## config.mk

```make
export PLATFORM = sky130hd
export DESIGN_NAME = slice_alu
export DESIGN_NICKNAME = d
export VERILOG_FILES = /design/src/rtl/slice_alu_pkg.sv /design/src/rtl/slice_alu_decode.sv /design/src/rtl/slice_alu_bit.sv /design/src/rtl/slice_alu_ripple.sv /design/src/rtl/slice_alu.sv
export SDC_FILE = /design/constraint.sdc
export NUM_CORES = 1
export LEC_CHECK = 0
export BUFFER_PORTS_ARGS = -buffer_cell sky130_fd_sc_hd__clkbuf_2
export CAP_MARGIN = 20
export CORE_MARGIN = 2
export CORE_UTILIZATION = 38
export CTS_BUF_LIST = sky130_fd_sc_hd__clkbuf_8
export DETAILED_ROUTE_END_ITERATION = 8
export HOLD_SLACK_MARGIN = 0.08
export PLACE_DENSITY = 0.7
export SLEW_MARGIN = 10
export SYNTH_ARGS = -nofsm -noshare
export SYNTH_HDL_FRONTEND = slang
export SYNTH_SLANG_ARGS = --single-unit
```

## constraint.sdc

```tcl
create_clock -name clk -period 19.45 [get_ports clk]
set_input_delay 0 -clock clk [delete_from_list [all_inputs] [get_ports clk]]
set_output_delay 0 -clock clk [all_outputs]
set_load 0.02 [all_outputs]
```

## src/rtl/slice_alu_pkg.sv

```systemverilog
package slice_alu_pkg;
  localparam logic [3:0] OP_AND = 4'b0000;
  localparam logic [3:0] OP_OR  = 4'b0001;
  localparam logic [3:0] OP_ADD = 4'b0010;
  localparam logic [3:0] OP_SUB = 4'b0110;
  localparam logic [3:0] OP_SLT = 4'b0111;
  localparam logic [3:0] OP_NOR = 4'b1100;

  localparam logic [1:0] SEL_AND  = 2'b00;
  localparam logic [1:0] SEL_OR   = 2'b01;
  localparam logic [1:0] SEL_SUM  = 2'b10;
  localparam logic [1:0] SEL_LESS = 2'b11;

  typedef struct packed {
    logic       legal;
    logic       inv_a;
    logic       inv_b;
    logic [1:0] sel;
    logic       arith;
  } ctl_t;

  function automatic logic op_is_legal(input logic [3:0] op);
    return (op == OP_AND) || (op == OP_OR) || (op == OP_ADD) ||
           (op == OP_SUB) || (op == OP_SLT) || (op == OP_NOR);
  endfunction
endpackage

```

## src/rtl/slice_alu_decode.sv

```systemverilog
module slice_alu_decode
  import slice_alu_pkg::*;
(
  input  logic [3:0] op_i,
  output ctl_t       ctl_o
);
  always_comb begin
    ctl_o.legal = op_is_legal(op_i);
    ctl_o.inv_a = op_i[3];
    ctl_o.inv_b = op_i[2];
    ctl_o.sel   = op_i[1:0];
    ctl_o.arith = op_is_legal(op_i) && (op_i[1:0] == SEL_SUM);
  end
endmodule

```

## src/rtl/slice_alu_bit.sv

```systemverilog
module slice_alu_bit
  import slice_alu_pkg::*;
(
  input  logic       a_i,
  input  logic       b_i,
  input  logic       cin_i,
  input  logic       less_i,
  input  logic       inv_a_i,
  input  logic       inv_b_i,
  input  logic [1:0] sel_i,
  output logic       res_o,
  output logic       cout_o
);
  logic ax, bx, s;

  always_comb begin
    ax     = a_i ^ inv_a_i;
    bx     = b_i ^ inv_b_i;
    s      = ax ^ bx ^ cin_i;
    cout_o = (ax & bx) | (cin_i & (ax ^ bx));
    unique case (sel_i)
      SEL_AND: res_o = ax & bx;
      SEL_OR:  res_o = ax | bx;
      SEL_SUM: res_o = s;
      default: res_o = less_i;
    endcase
  end
endmodule

```

## src/rtl/slice_alu_ripple.sv

```systemverilog
module slice_alu_ripple
  import slice_alu_pkg::*;
#(
  parameter int W = 32
) (
  input  logic [W-1:0] a_i,
  input  logic [W-1:0] b_i,
  input  ctl_t         ctl_i,
  output logic [W-1:0] res_o,
  output logic         ovf_o
);
  localparam int MSB = W - 1;

  logic [W:0]   carry;
  logic [W-1:0] less;
  logic         top_sum;

  assign carry[0] = ctl_i.inv_b;

  // sign bit of the conditioned sum feeds bit 0 for set-on-less-than
  assign top_sum = (a_i[MSB] ^ ctl_i.inv_a) ^ (b_i[MSB] ^ ctl_i.inv_b) ^ carry[MSB];

  generate
    for (genvar i = 0; i < W; i++) begin : g_slice
      if (i == 0) begin : g_lsb
        assign less[i] = top_sum;
      end else begin : g_upper
        assign less[i] = 1'b0;
      end
      slice_alu_bit u_bit (
        .a_i     (a_i[i]),
        .b_i     (b_i[i]),
        .cin_i   (carry[i]),
        .less_i  (less[i]),
        .inv_a_i (ctl_i.inv_a),
        .inv_b_i (ctl_i.inv_b),
        .sel_i   (ctl_i.sel),
        .res_o   (res_o[i]),
        .cout_o  (carry[i+1])
      );
    end
  endgenerate

  assign ovf_o = carry[MSB] ^ carry[W];
endmodule

```

## src/rtl/slice_alu.sv

```systemverilog
module slice_alu
  import slice_alu_pkg::*;
#(
  parameter int W = 32
) (
  input  logic         clk,
  input  logic         rst,
  input  logic [3:0]   op_i,
  input  logic [W-1:0] a_i,
  input  logic [W-1:0] b_i,
  output logic [W-1:0] result_o,
  output logic         zero_o,
  output logic         ovf_o
);
  ctl_t         ctl;
  logic [W-1:0] raw_res;
  logic         raw_ovf;
  logic [W-1:0] nxt_res;
  logic         nxt_ovf;

  slice_alu_decode u_dec (
    .op_i  (op_i),
    .ctl_o (ctl)
  );

  slice_alu_ripple #(.W(W)) u_rip (
    .a_i   (a_i),
    .b_i   (b_i),
    .ctl_i (ctl),
    .res_o (raw_res),
    .ovf_o (raw_ovf)
  );

  always_comb begin
    nxt_res = ctl.legal ? raw_res : '0;
    nxt_ovf = ctl.arith & raw_ovf;
  end

  always_ff @(posedge clk) begin
    if (rst) begin
      result_o <= '0;
      zero_o   <= 1'b1;
      ovf_o    <= 1'b0;
    end else begin
      result_o <= nxt_res;
      zero_o   <= (nxt_res == '0);
      ovf_o    <= nxt_ovf;
    end
  end
endmodule

```

==> results.md, run 1 <==
* Worst path required time at slightly below 20000 ps
* Count of final setup violators at 0
* Initial Util at 0.395
* Vias at around 3200
* Pre-antenna DRT Iters at 4
* Worst slew pin tran at approximately 850 ps
* Seq pwr share at 0.277
* Crit. End Element: register
* Arrival time worst endpoint at about 13000 ps
* Post-synth top flop: dfxtp_1
* Hold Slack at 356 ps
* RSZ-0062 raised after global routing: no
* Max Fanout on Critical Path at 36
* Leak at 0.00257 uW
* Tot GR Track Use at 0.174
* Most common cell after layout, fill and taps aside: clkbuf_2
* Netlist Area Pre-Place at slightly above 4000 sq um
* FF+latch count, synth at 34
* Core Box Area at between 10000 and 15000 sq um
* CTS tree: done
* N_diodes at 0
* GRT overflow at 0
* Largest net degree at the start of global routing at 60
* Clock share of power at 0.257
* Clk sinks at 34
* IO Pins at approximately 100
* Final period util at 0.669
* Initial antenna violation count at 0
* Gpl congestion at approximately 0.8
* Worst setup path category: in2reg
* Layout cells sized above 1 at 0.211
* Number of gates resized after CTS at 0
* P_sw at 106 uW
* Setup ws final at ~6400 ps
* Sequential share of the synthesized area at 0.166
* Number of DRC markers in iteration 0 at around 120
* Syn-to-layout area delta at 17.9%
* CP Launch Type: input pin
* EDFF count, synth at 0
* CP max stage delay at 470 ps
* Avg WL per Cell at around 14 um
* Fmax at roughly 0.077 GHz
* Die Y at ~110 um
* Num rows at 37
* Yosys warning count at 0
* CTS HTree Levels at 2
* First-pass GRT wire length at 15700 um
* Die ar. at 11700 sq um
* Pwr per Cell Area at 55.4 nW/um^2
* Relative slew slack at 0.433
* Cell variety after synth at 34
* Asr flop ratio synth at 0
* Net switching share of the total power at 0.394
* Routed WL at ~9800 um
* DRC viols at 0
* Die outline width at 108 um
* Post-route ant nets at 0
* Commonest non-fill, non-tap cells in the layout: clkbuf_2 (103), inv_1 (84), ha_1 (64)
* Num CTS Buffers at 5
* Placed wire-length estimate at 7750 um
* Setup TNS at 0 ps
* Max Transition Viols Final at 0
* Clk slew on worst S/H paths at 90 ps
* Dpl ws at just over 6000 ps
* CTS Buffer Depth at 2
* I/O Buffers at ~100
* Crit path time final at roughly 13000 ps
* CTS Root Cell: clkbuf_8
* Drt via density at between 4 and 5
* Mapped Cells at 467
* Number of max-cap violations at 0
* Internal power at roughly 160 uW
* Synthesized area per cell at 8.80 sq um
* Critical path's most frequent cell: fa_1
* Peak VDD IR at roughly 0.028 mV
* Comb pwr share at 0.466
* Max stage delay cell, worst path: buf_4
* Fin. Hold Viols at 0
* Syn nets at 632
* Net count, final at 724
* Run status: complete, no violations
* Vias in the first global route at 3385
* Min-Delay Path Class: in2reg
-- area by class of cell --
| cell class | instances | area, sq um |
|---|---|---|
| fillers | 1067 | 5570 |
| multi-input cells | 325 | 3000 |
| repair buffers | 109 | 563 |
| flip-flops and latches | 34 | 681 |
| clock buffers | 5 | 68.8 |
| inverters | 84 | 315 |
| clock inverters | 3 | 45.0 |
| well taps | 136 | 170 |
-- power by group through the flow --
stage	sequential, uW	clock (uW)	combinational [uW]
finish	74.4	69.0	125
detailed placement	76.1	0	126
global placement	76.1	0	122
CTS	74.5	70.6	127
floorplan	80.8	0	84.6
global route	74.6	73.1	143
-- per-layer routing --
layer,up-vias,wire (um),GRT usage
li1,1607,-,-
met1,1502,4070,0.212
met2,92,5030,0.314
met3,18,483,0.0235
met4,0,196,0.0568
met5,-,0,0
-- synth_stat cells (2+ instances only) --
master	instances	area share
mux2i_1	18	0.044
buf_2	11	0.013
inv_1	84	0.077
buf_1	6	0.0055
clkbuf_1	5	0.0046
dfxtp_1	34	0.17
nor2b_1	13	0.020
nand2b_1	16	0.024
nor3_1	4	0.0049
o31ai_1	5	0.0091
xor2_1	61	0.13
o22a_1	13	0.028
a21oi_1	18	0.022
nand2_1	7	0.0064
or2_2	2	0.0030
ha_1	64	0.19
xnor2_1	5	0.011
o22ai_1	5	0.0076
a21o_1	2	0.0037
fa_1	31	0.15
nand4_1	6	0.0091
o21bai_1	2	0.0037
o21ai_0	10	0.012
nor2_1	35	0.032
-- registers in the layout, summed over array words and instances (netlist names) --
signal / cells
ovf_o: 1
zero_o: 1
result_o: 32
-- critical path, delay by kind of cell --
family | cells | cell delay (ps)
fa+ha+maj | 31 | 11310
compound gates | 5 | 840
buf+inv | 4 | 680
xor+xnor | 1 | 210
simple gates | 1 | 190
-- cell families after synthesis --
logic type,after synthesis,share of synthesized area
AO/OA/AOI/OAI,58,0.0922
adder cells (fa/ha/maj),95,0.346
buffers and inverters,108,0.104
flip-flops,34,0.166
multiplexers,18,0.0438
XOR/XNOR,66,0.141
AND/OR/NAND/NOR,88,0.108
-- path summary, 6_finish.rpt --
check	start	endpoint	slack [ps]	cells past startpoint
setup / recovery	op_i[3]	zero_o	6440	42
hold / removal	b_i[28]	result_o[28]	360	7
-- per-stage QoR --
step | power [uW] | area (sq um) | cells | utilization
finish | 268 | 4850 | 696 | 0.465
detailed placement | 202 | 4720 | 687 | 0.453
global route | 291 | 4850 | 696 | 0.465
global placement | 198 | 4720 | 687 | 0.453
CTS | 272 | 4850 | 696 | 0.465
floorplan | 165 | 4110 | 467 | -
-- timing repair --
| item | 4_1_cts | 5_1_grt |
|---|---|---|
| buffers inserted | 0 | 0 |
| hold buffers | 1 | 0 |
| hold endpoints to repair | 4 | 0 |
No activity file was read; power rests on OpenSTA's default activity.
==> run 2: changes to the inputs <==
ABC_AREA = 1   (was unset)
PLACE_DENSITY = 0.72   (was 0.7)
clock period = 11.7 ns   (was 19.45 ns; I/O delays follow)
==> run 2 against run 1 <==
Net effect: final cell count increased by 20%; first-iteration DRC count decreased by 20%; worst setup slack got worse by 6000 ps; wire length decreased by 1.4%; combinational power increased by 92%; critical endpoint unchanged; largest cell class unchanged; largest power group unchanged.
==> results.md, run 2 <==
* Final period util at 0.964
* First-pass GRT wire length at 15500 um (was 15700 um)
* Relative slew slack at 0.552 (was 0.433)
* CTS tree: done (unchanged)
* IO Pins at 104 (unchanged)
* Net count, final at 861 (was 724)
* Crit path time final at 11280 ps
* Internal power at 286 uW (was 163 uW)
* Asr flop ratio synth at 0 (unchanged)
* Worst Path Buf+Inv at 3 (was 4)
* Sequential share of the synthesized area at 0.161 (was 0.166)
* Gpl congestion at 0.825 (was 0.806)
* Worst path required time at 11950 ps (was 19700 ps)
* Yosys warning count at 0 (unchanged)
* GRT overflow at 0 (unchanged)
* Pre-antenna DRT Iters at 4 (unchanged)
* Min-Delay Path Class: in2reg (unchanged)
* Avg WL per Cell at 11.5 um (was 14.0 um)
* Initial Util at 0.390 (was 0.395)
* Number of DRC markers in iteration 0 at 98 (was 123)
* Mapped Cells at 586 (was 467)
* Syn nets at 751 (was 632)
* Die outline width at 110 um (was 108 um)
* Synth top area share at 0.189 (was 0.195)
* Largest register FFs at 32 (unchanged)
* Crit. End Element: register (unchanged)
* Cell variety after synth at 18 (was 34)
* Peak VDD IR at 0.0657 mV (was 0.0281 mV)
* Post-Layout Inst Area at 5210 sq um (was 4850 sq um)
* Initial antenna violation count at 0 (unchanged)
* Synthesized area per cell at 7.22 sq um (was 8.80 sq um)
* CTS Root Cell: clkbuf_8 (unchanged)
* Comb pwr share at 0.508 (was 0.466)
* Netlist Area Pre-Place at 4230 sq um (was 4110 sq um)
* Critical path launch point: op_i[3] (unchanged)
* Post-synth top flop: dfxtp_1 (unchanged)
* Syn-to-layout area delta at 23.1% (was 17.9%)
* CTS Buffer Depth at 2 (unchanged)
* Vias in the first global route at 3285 (was 3385)
* CP endpoint: zero_o (unchanged)
* Critical path's top delay family: adder cells (unchanged)
* Most frequent cell after synthesis: nand2_1 (was inv_1)
* Count of final setup violators at 0 (unchanged)
* Largest net degree at the start of global routing at 35 (was 60)
* Max Fanout on Critical Path at 3 (was 36)
* Drt via density at 4.19 (was 4.63)
* Routed WL at 9640 um (was 9780 um)
* Layout cells sized above 1 at 0.253 (was 0.211)
* Tot GR Track Use at 0.167 (was 0.174)
* I/O Buffers at 103 (unchanged)
* Dpl ws at -540 ps (was 6140 ps)
* Vias at 3503 (was 3219)
* Clk sinks at 34 (unchanged)
* FF+latch count, synth at 34 (unchanged)
* Clock share of power at 0.229 (was 0.257)
* DP Area at 5030 sq um (was 4720 sq um)
* Die Y at 110 um (was 108 um)
* N_diodes at 0 (unchanged)
* Clk slew on worst S/H paths at 80 ps (was 90 ps)
* Num rows at 38 (was 37)
* Most common cell after layout, fill and taps aside: nand2_1 (was clkbuf_2)
* Seq pwr share at 0.262 (was 0.277)
* DRC viols at 0 (unchanged)
* CTS Hold Bufs at 0 (was 1)
* WP depth at 45 (was 42)
* Synth area leaders: ha_1 (19%), dfxtp_1 (16%), fa_1 (15%) (was ha_1 (19%), dfxtp_1 (17%), fa_1 (15%))
* Largest Register: result_o (unchanged)
* Commonest non-fill, non-tap cells in the layout: nand2_1 (153), inv_1 (124), clkbuf_2 (102) (was clkbuf_2 (103), inv_1 (84), ha_1 (64))
* Worst slew pin tran at 671 ps (was 850 ps)
* P_sw at 187 uW (was 106 uW)
* Setup ws final at 416 ps (was 6440 ps)
* Run status: complete, no violations (unchanged)
* Fmax at 0.0886 GHz
* Die ar. at 12000 sq um (was 11700 sq um)
* Number of max-cap violations at 0 (unchanged)
* Post-route ant nets at 0 (unchanged)
* Worst setup path category: in2reg (unchanged)
* CP max stage delay at 450 ps (was 470 ps)
* Placed wire-length estimate at 7940 um (was 7750 um)
* Commonest cells in the netlist: nand2_1 (153), inv_1 (125), ha_1 (64) (was inv_1 (84), ha_1 (64), xor2_1 (61))
* Fin. Hold Viols at 0 (unchanged)
* Core Box Area at 10800 sq um (was 10400 sq um)
* CP Launch Type: input pin (unchanged)
* Min-Delay Path Depth at 5 (was 7)
* Cell taking the most area after synthesis: ha_1 (unchanged)
* Critical path's most frequent cell: fa_2 (was fa_1)
* Leak at 0.00287 uW (was 0.00257 uW)
* Num CTS Buffers at 5 (unchanged)
* EDFF count, synth at 0 (unchanged)
* Top Registers: result_o x32, ovf_o x1, zero_o x1 (unchanged)
* Arrival time worst endpoint at 11530 ps (was 13270 ps)
* Net switching share of the total power at 0.396 (was 0.394)
* CTS HTree Levels at 2 (unchanged)
* Max Transition Viols Final at 0 (unchanged)
* Max stage delay cell, worst path: fa_1 (was buf_4)
* Pwr per Cell Area at 90.8 nW/um^2 (was 55.4 nW/um^2)
[run 2: cell count changes after synthesis, sizes merged, moves of 7 or more]
cell    before  now
nand2b      16    0
xor2        61    5
nor2        35   45
nand3        1   36
mux2i       18    0
o21ai       10    3
nand2        7  154
o22a        13    0
a21oi       18    0
nor2b       13    0
inv         84  126
xnor2        5   60
[run 2: worst min path at each step]
stage	startpoint	to	slack, ps
2_1_floorplan	op_i[1]	result_o[0]	230
3_3_place_gp	result_o[23]	result_o[23]	410
3_5_place_dp	result_o[19]	result_o[19]	420
4_1_cts	op_i[1]	result_o[0]	220
5_1_grt	op_i[1]	result_o[0]	260
6_report	op_i[1]	result_o[0]	230
[run 2: repair_timing]
action | in CTS | in global routing
pin swaps | 2 | 9
buffers inserted | 0 | 1
endpoints found under the setup margin | 3 | 4
gates resized for setup | 7 | 16
[run 2: power groups by stage]
stage,Clock [uW],Sequential [uW],Combinational (uW)
after detailed placement,0,127,235
after global placement,0,127,229
final,108,124,240
after global routing,116,125,282
after floorplan,0,135,160
after CTS,112,124,237
[run 2: metal layers]
metal,share of wire,global-route usage
met4,0.021,0.0597
met2,0.46,0.285
met1,0.47,0.217
met5,0,0
met3,0.045,0.0207
[run 2: cells by family after synthesis]
kind of cell,after synthesis,share of synthesized area
AOI/OAI and AO/OA,3,0.00355
buffers and inverters,151,0.140
and+or+nand+nor,238,0.225
DFF,34,0.161
adders and majority gates,95,0.336
xor gates and xnor gates,65,0.135
[run 2: cell type report]
| class | instances | area, sq um |
|---|---|---|
| repair buffers | 128 | 703 |
| multi-input cells | 401 | 3060 |
| clock buffers | 5 | 68.8 |
| flip-flops and latches | 34 | 681 |
| clock inverters | 3 | 45.0 |
| inverters | 126 | 473 |
| well taps | 140 | 175 |
| fillers | 1120 | 5630 |
[run 2: stage by stage]
stage / power, uW / cells / setup TNS (ps) / utilization / hold slack (ps)
finish: 473 / 837 / 0 / 0.480 / 230
floorplan: 295 / 586 / 0 / - / 231
detailed placement: 362 / 828 / -1390 / 0.464 / 415
global placement: 356 / 828 / -649 / 0.464 / 415
global route: 522 / 837 / -22.4 / 0.480 / 261
CTS: 473 / 836 / 0 / 0.476 / 223
